==> src/rtl/mc16_core.sv <==
module mc16_core #(
  parameter bit OVERLAP = 1'b0,
  parameter int W = 16,
  parameter int NREG = 8
) (
  input  logic         clk,
  input  logic         rst_n,
  output logic [W-1:0] mem_addr,
  output logic [W-1:0] mem_wdata,
  output logic         mem_we,
  output logic         ifetch,
  input  logic [W-1:0] mem_rdata,
  output logic         halted,
  input  logic [$clog2(NREG)-1:0] dbg_sel,
  output logic [W-1:0] dbg_data
);
  localparam int RW = $clog2(NREG);
  localparam logic [2:0] OP_ADD = 3'b000, OP_NAND = 3'b001, OP_LW = 3'b010, OP_SW = 3'b011,
                         OP_BEQ = 3'b100, OP_JALR = 3'b101, OP_HALT = 3'b110;

  typedef enum logic [2:0] {S_FETCH, S_DEC, S_EXE, S_MEM, S_WB, S_PC, S_HALT} step_t;
  step_t state;

  logic [W-1:0] pc, ir, a_q, b_q, alu_q;
  logic         eq_q;
  logic [W-1:0] rf [NREG];

  logic [W-1:0] iw;
  assign iw = (state == S_DEC) ? mem_rdata : ir;

  logic [2:0]    op;
  logic [RW-1:0] ra, rb, rc;
  logic [W-1:0]  simm;
  logic          unused_bits;
  assign op   = iw[15:13];
  assign ra   = iw[12:10];
  assign rb   = iw[9:7];
  assign rc   = iw[6:4];
  assign simm = {{(W-7){iw[6]}}, iw[6:0]};
  assign unused_bits = ^iw[3:0];

  function automatic logic [W-1:0] rd(input logic [RW-1:0] i);
    return (i == '0) ? '0 : rf[i];
  endfunction

  logic [W-1:0] alu_x, alu_y, alu_res;
  logic         alu_cin, alu_nand;
  always_comb begin
    alu_x = pc;
    alu_y = (op == OP_BEQ && eq_q) ? simm : '0;
    alu_cin = 1'b1;
    alu_nand = 1'b0;
    if (state == S_EXE) begin
      alu_cin = 1'b0;
      if (op == OP_LW || op == OP_SW) begin
        alu_x = b_q;
        alu_y = simm;
      end else begin
        alu_x = a_q;
        alu_y = b_q;
        alu_nand = (op == OP_NAND);
      end
    end
  end
  assign alu_res = alu_nand ? ~(alu_x & alu_y) : alu_x + alu_y + {{(W-1){1'b0}}, alu_cin};

  assign mem_addr  = (state == S_MEM) ? alu_q : pc;
  assign mem_wdata = a_q;
  assign mem_we    = (state == S_MEM) && (op == OP_SW);
  assign ifetch    = (state == S_FETCH);
  assign halted    = (state == S_HALT);
  assign dbg_data  = rd(dbg_sel);

  always_ff @(posedge clk) begin
    if (!rst_n) begin
      state <= S_FETCH;
      pc <= '0;
      ir <= '0;
      a_q <= '0;
      b_q <= '0;
      alu_q <= '0;
      eq_q <= 1'b0;
      for (int i = 0; i < NREG; i++) rf[i] <= '0;
    end else begin
      case (state)
        S_FETCH: state <= S_DEC;
        S_DEC: begin
          ir  <= mem_rdata;
          a_q <= rd(ra);
          b_q <= rd(rb);
          case (op)
            OP_JALR: begin
              if (ra != '0) rf[ra] <= alu_res;
              pc <= rd(rb);
              state <= S_FETCH;
            end
            OP_HALT: state <= S_HALT;
            3'b111: begin
              if (OVERLAP) begin
                pc <= alu_res;
                state <= S_FETCH;
              end else state <= S_PC;
            end
            default: state <= S_EXE;
          endcase
        end
        S_EXE: begin
          alu_q <= alu_res;
          eq_q  <= (a_q == b_q);
          case (op)
            OP_LW, OP_SW: state <= S_MEM;
            OP_BEQ:       state <= S_PC;
            default:      state <= S_WB;
          endcase
        end
        S_MEM: begin
          if (op == OP_LW) state <= S_WB;
          else if (OVERLAP) begin
            pc <= alu_res;
            state <= S_FETCH;
          end else state <= S_PC;
        end
        S_WB: begin
          if (op == OP_LW) begin
            if (ra != '0) rf[ra] <= mem_rdata;
          end else if (rc != '0) rf[rc] <= alu_q;
          if (OVERLAP) begin
            pc <= alu_res;
            state <= S_FETCH;
          end else state <= S_PC;
        end
        S_PC: begin
          pc <= alu_res;
          state <= S_FETCH;
        end
        default: state <= S_HALT;
      endcase
    end
  end
endmodule


==> config.mk <==
export PLATFORM = sky130hd
export DESIGN_NAME = mc16_core
export DESIGN_NICKNAME = d
export VERILOG_FILES = /design/src/rtl/mc16_core.sv
export SDC_FILE = /design/constraint.sdc
export NUM_CORES = 1
export LEC_CHECK = 0
export BUFFER_PORTS_ARGS = -buffer_cell sky130_fd_sc_hd__buf_2
export CORE_MARGIN = 2
export CORE_UTILIZATION = 62
export DETAILED_ROUTE_END_ITERATION = 8
export GPL_ROUTABILITY_DRIVEN = 0
export PLACE_DENSITY = 0.8
export SETUP_SLACK_MARGIN = 0.3
export SLEW_MARGIN = 20
export SYNTH_ARGS = -nofsm -noshare
export SYNTH_HDL_FRONTEND = slang
export SYNTH_SLANG_ARGS = --single-unit
==> constraint.sdc <==
create_clock -name clk -period 5.3 [get_ports clk]
set_input_delay 0.265 -clock clk [delete_from_list [all_inputs] [get_ports clk]]
set_output_delay 0.265 -clock clk [all_outputs]
set_load 0.03 [all_outputs]
=== Yosys cells after proc, flatten, opt, wreduce, memory -nomap -nowiden ===
Memory sizes are Yosys's and may differ from the RTL's.
Cells that the tools add are included.

* Bitwise logic cells: 3
* Add/sub/neg operators: 2
* Reductions and logical operators: 14
* Mux-type cells: 42
* Equality and inequality tests: 15

{| class="wikitable"
|+ Operator list
! operator !! count
|-
| 16-bit 2-to-1 mux || 15
|-
| 16-bit case mux with 2 select lines || 1
|-
| 16-bit OR reduction || 2
|-
| 3-bit == test, second input constant || 7
|-
| 1-bit 2-to-1 mux || 21
|-
| 3-bit case mux with 6 select lines || 1
|-
| 16-bit by 1-bit adder with 16-bit output || 1
|-
| 16-bit adder || 1
|-
| 16-bit bitwise AND || 1
|-
| 16-bit == test || 1
|-
| 16-bit NOT || 1
|-
| 3-bit by 2-bit == test with 1-bit output, second input constant || 4
|-
| 3-bit logical NOT || 4
|-
| 3-bit case mux with 3 select lines || 1
|-
| 3-bit by 1-bit == test with 1-bit output, second input constant || 2
|-
| 3-bit 2-to-1 mux || 2
|-
| 3-bit case mux with 2 select lines || 1
|-
| 3-bit nonzero test || 2
|-
| 1-bit logical AND || 2
|-
| 2-bit by 1-bit inequality test with 1-bit output, second input constant || 1
|-
| 2-bit AND reduction || 1
|-
| 2-bit nonzero test || 1
|-
| 2-bit OR reduction || 1
|-
| 1-bit logical OR || 1
|-
| 1-bit OR || 1
|}

* Bits in writable memories: 128
* Register bits after elaboration: 84
* Input bits: 21
* Output and inout bits: 51
* Memories kept: 1

{| class="wikitable"
|+ Memories
! memory !! depth !! width !! rd ports !! clocked after Yosys merged registers in !! wr ports !! line !! source
|-
| rf || 8 || 16 || 3 || 0 || 8 || 26 || <nowiki>logic [W-1:0] rf [NREG];</nowiki>
|}

=== Depth between registers and ports, before layout ===
* Word-level depth: 12
* Mapped depth: 17
* Mapped depth without buffers: 15

=== Worst setup path before layout ===
Ideal clock, no wire load.

* Path kind: register -> register
* From: register state[1]
* To: memory rf[1][15] (data pin)
* Data required time: 5.040 ns
* Stages on the path, launching flop included: 18
* Buffers on the path: 4
* Period minus slack after synthesis: 4.261 ns
* Arrival: 4.001 ns
* Path slack: 1.039 ns
* Cell sequence: dfxtp_1 nor3b_2 buf_4 buf_2 nor2_1 a31oi_2 buf_2 mux2i_1 o21ai_0 ha_1 clkbuf_1 and3_1 and2_1 o21ai_0 o31ai_1 mux2_2 a31oi_4 nor2_1

{| class="wikitable"
|+ RTL lines
! item !! line !! source
|-
| start, declared || 22 || <nowiki>step_t state;</nowiki>
|-
| start signal, assigned || 76 || <nowiki>state <= S_FETCH;</nowiki>
|-
| start signal, assigned || 86 || <nowiki>S_FETCH: state <= S_DEC;</nowiki>
|-
| start signal, assigned || 95 || <nowiki>state <= S_FETCH;</nowiki>
|-
| end, declared || 26 ||
|}

==> reports/metrics.yaml <==
initialDrtViolationCount: 1762
synth_top_area_share_pct: 26.93
worstMarginPinSlew_ns: 1.114
cts_tree: "built"
syn_area_per_cell_um2: 9.024
min_period_over_period_pct: 89.90
synth_top_area_cell: "edfxtp_1"
hold_slack_ns: 0.1269
antenna_found_initial: 0
ys_ff_latch: 196
port_buffers: 71
min_path_type: "in -> reg"
start_util_pct: 63.75
pin_count: 72
required_ns: 5.48
synth_edf_count: 112
cts_inserted_buffers: 17
fin_area_mm2: 0.01367
drt_wl_total_um: 41020
grt_max_degree: 72
clk_path_buf_depth: 2
area_growth_pct: 9.457
start_kind: "flip-flop"
ys_seq_area_share_pct: 40.39
vdd_drop_max_mv: 0.2723
final_nets: 1450
synth-async-reset-ratio_pct: 0
syn-cell-area_mm2: 0.01249
grt_usage_pct: 38.14
powerDensity_mw_per_mm2: 314.2
clock_sinks: 196
clk_latency_ns: 0.45
rows: 51
cts_hold_buffers: 0
placedInstanceArea_mm2: 0.01306
die_h_um: 145.9
final.min_clock_period_ns: 4.765
ant_nets: 0
drtPass1Iterations: 6
design.die.area_mm2: 0.02130
synthFlopType: "edfxtp_1"
antenna_cells: 0
fin_worst_skew_ns: 0.009076
status: "complete, no violations"
hold_violations: 0
root_buffer: "clkbuf_16"
cp.arrival_ns: 4.94
fin_ws_ns: 0.5351
critPathMaxFanout: 11
core-area_mm2: 0.01959
grt_overflow_total: 0
syn_nets: 1423
clk_pin_slew_ns: 0.07
rsz0062_at_grt: "false"
fmax_ghz: 0.2099
crit_type: "reg -> reg"
final_layout_size_suffix_gt1_share_pct: 16.92
postCtsResizedCells: 0
ys_warn_count: 0
setup-tns-final_ns: 0
critPathCaptureType: "flip-flop"
post-cts-setup-buffers: 0
via_count: 11770
setup_violations: 0
grt_pass1_wl_um: 62410
dieWidth_um: 145.9
viasPerCell: 6.969
final_max_slew_viol_count: 0
pre_cts_ws_ns: 0.5935
wl_per_cell_um: 24.29
grt_pass1_vias: 10876
synth_area_leaders: "edfxtp_1, dfxtp_1, mux2i_1"
drcViolationCount: 0
p_leak_uw: 0.005087
cts.htree.levels: 4
ys_types: 74
place_hpwl_um: 27170
relSlewSlack_pct: 25.55
syn_inst: 1384
cap_violations: 0
kinds of logic after synthesis:
logic type / after synthesis / synth area share [%]
flip-flops: 196 / 40.39
buffers and inverters: 135 / 4.829
XOR/XNOR: 20 / 1.403
AO/OA/AOI/OAI: 371 / 19.33
AND/OR/NAND/NOR: 493 / 17.30
adder cells (fa/ha/maj): 18 / 1.923
multiplexers: 151 / 14.82
final cells by class:
cell class	count	area, µm²
sequential	196	5045
inverter	30	112.6
fill	1549	5919
clock inverter	13	148.9
multi-input combinational	1053	6922
tap	265	331.6
timing repair buffer	113	678.2
clock buffer	19	432.9
state kept, by name (all words and copies together) (netlist names):
signal,cells
alu_q,16
b_q,16
eq_q,1
ir,16
mem_wdata,16
pc,16
rf,112
state,3
routing by layer:
metal  global-route usage (%)  share of wire (%)  up-vias
li1                         -                  -     5099
met1                    51.48                 37     5527
met2                    56.25                 43      963
met3                    7.868                 13      181
met4                    23.92                6.5        0
met5                        0                  0        -
placed cells by master, fill, tap and decap left out, types with 7 or more instances in the layout:
cell type	synthesis	layout
a211oi_1	28	28
a21oi_1	104	103
a221oi_1	15	15
a22oi_1	8	8
a311oi_1	24	24
a31oi_1	7	7
and2_1	24	24
and3_1	11	11
buf_2	14	71
buf_4	3	41
clkbuf_16	0	17
dfxtp_1	84	84
edfxtp_1	112	112
ha_1	16	16
inv_1	30	30
mux2_2	39	39
mux2i_1	85	80
mux2i_4	4	9
mux4_2	17	17
nand2_1	183	183
nand2b_1	10	10
nand3_1	25	25
nor2_1	172	172
nor3_1	27	27
o21a_1	15	15
o21ai_0	94	94
o21ai_1	7	7
o22ai_1	11	11
xnor2_1	17	17
synth_stat cells (7+ instances only):
cell type / number
nand2b_1: 10
a31oi_1: 7
nand3_1: 25
xnor2_1: 17
a22oi_1: 8
buf_2: 14
a21oi_1: 104
ha_1: 16
mux2i_1: 85
dfxtp_1: 84
clkbuf_1: 75
nand2_1: 183
inv_1: 30
o21ai_1: 7
nor2_1: 172
a221oi_1: 15
mux2_2: 39
o21a_1: 15
nor3_1: 27
buf_6: 9
mux4_2: 17
and3_1: 11
a311oi_1: 24
edfxtp_1: 112
a211oi_1: 28
o21ai_0: 94
and2_1: 24
o22ai_1: 11
worst paths after layout:
check | startpoint | endpoint | slack [ns] | cells past startpoint
worst max-delay path | state[0] | rf[7][6] | 0.54 | 15
worst min-delay path | mem_rdata[1] | ir[1] | 0.13 | 3
worst max register to register | state[0] | rf[7][6] | 0.54 | 15
worst min register to register | alu_q[14] | alu_q[14] | 0.47 | 2
per-stage QoR:
step / std cells / power (µW) / utilization (%)
floorplan: 1384 / 2595 / -
global placement: 1656 / 2938 / 66.67
detailed placement: 1656 / 2963 / 66.67
CTS: 1688 / 4248 / 69.64
global route: 1689 / 4419 / 69.78
finish: 1689 / 4295 / 69.78
where the power goes:
| group | internal [µW] | switching [µW] | total [µW] |
|---|---|---|---|
| Sequential | 1700 | 114 | 1810 |
| Combinational | 383 | 785 | 1170 |
| Clock | 704 | 609 | 1310 |
| Total | 2790 | 1510 | 4300 |
worst max-delay path, cell delays in order (launching register included):
cell      delay [ns]
dfxtp_1         0.52
or3b_1          0.40
or4_1           0.40
o21ai_0         0.14
a21oi_2         0.19
a211oi_1        0.40
fa_1            0.28
inv_1           0.07
fa_1            0.46
nor2b_1         0.18
o31a_1          0.37
nor4_1          0.09
nor3_1          0.39
a21oi_1         0.19
mux2i_4         0.32
nor2_1          0.09
No activity file was read; power rests on OpenSTA's default activity.
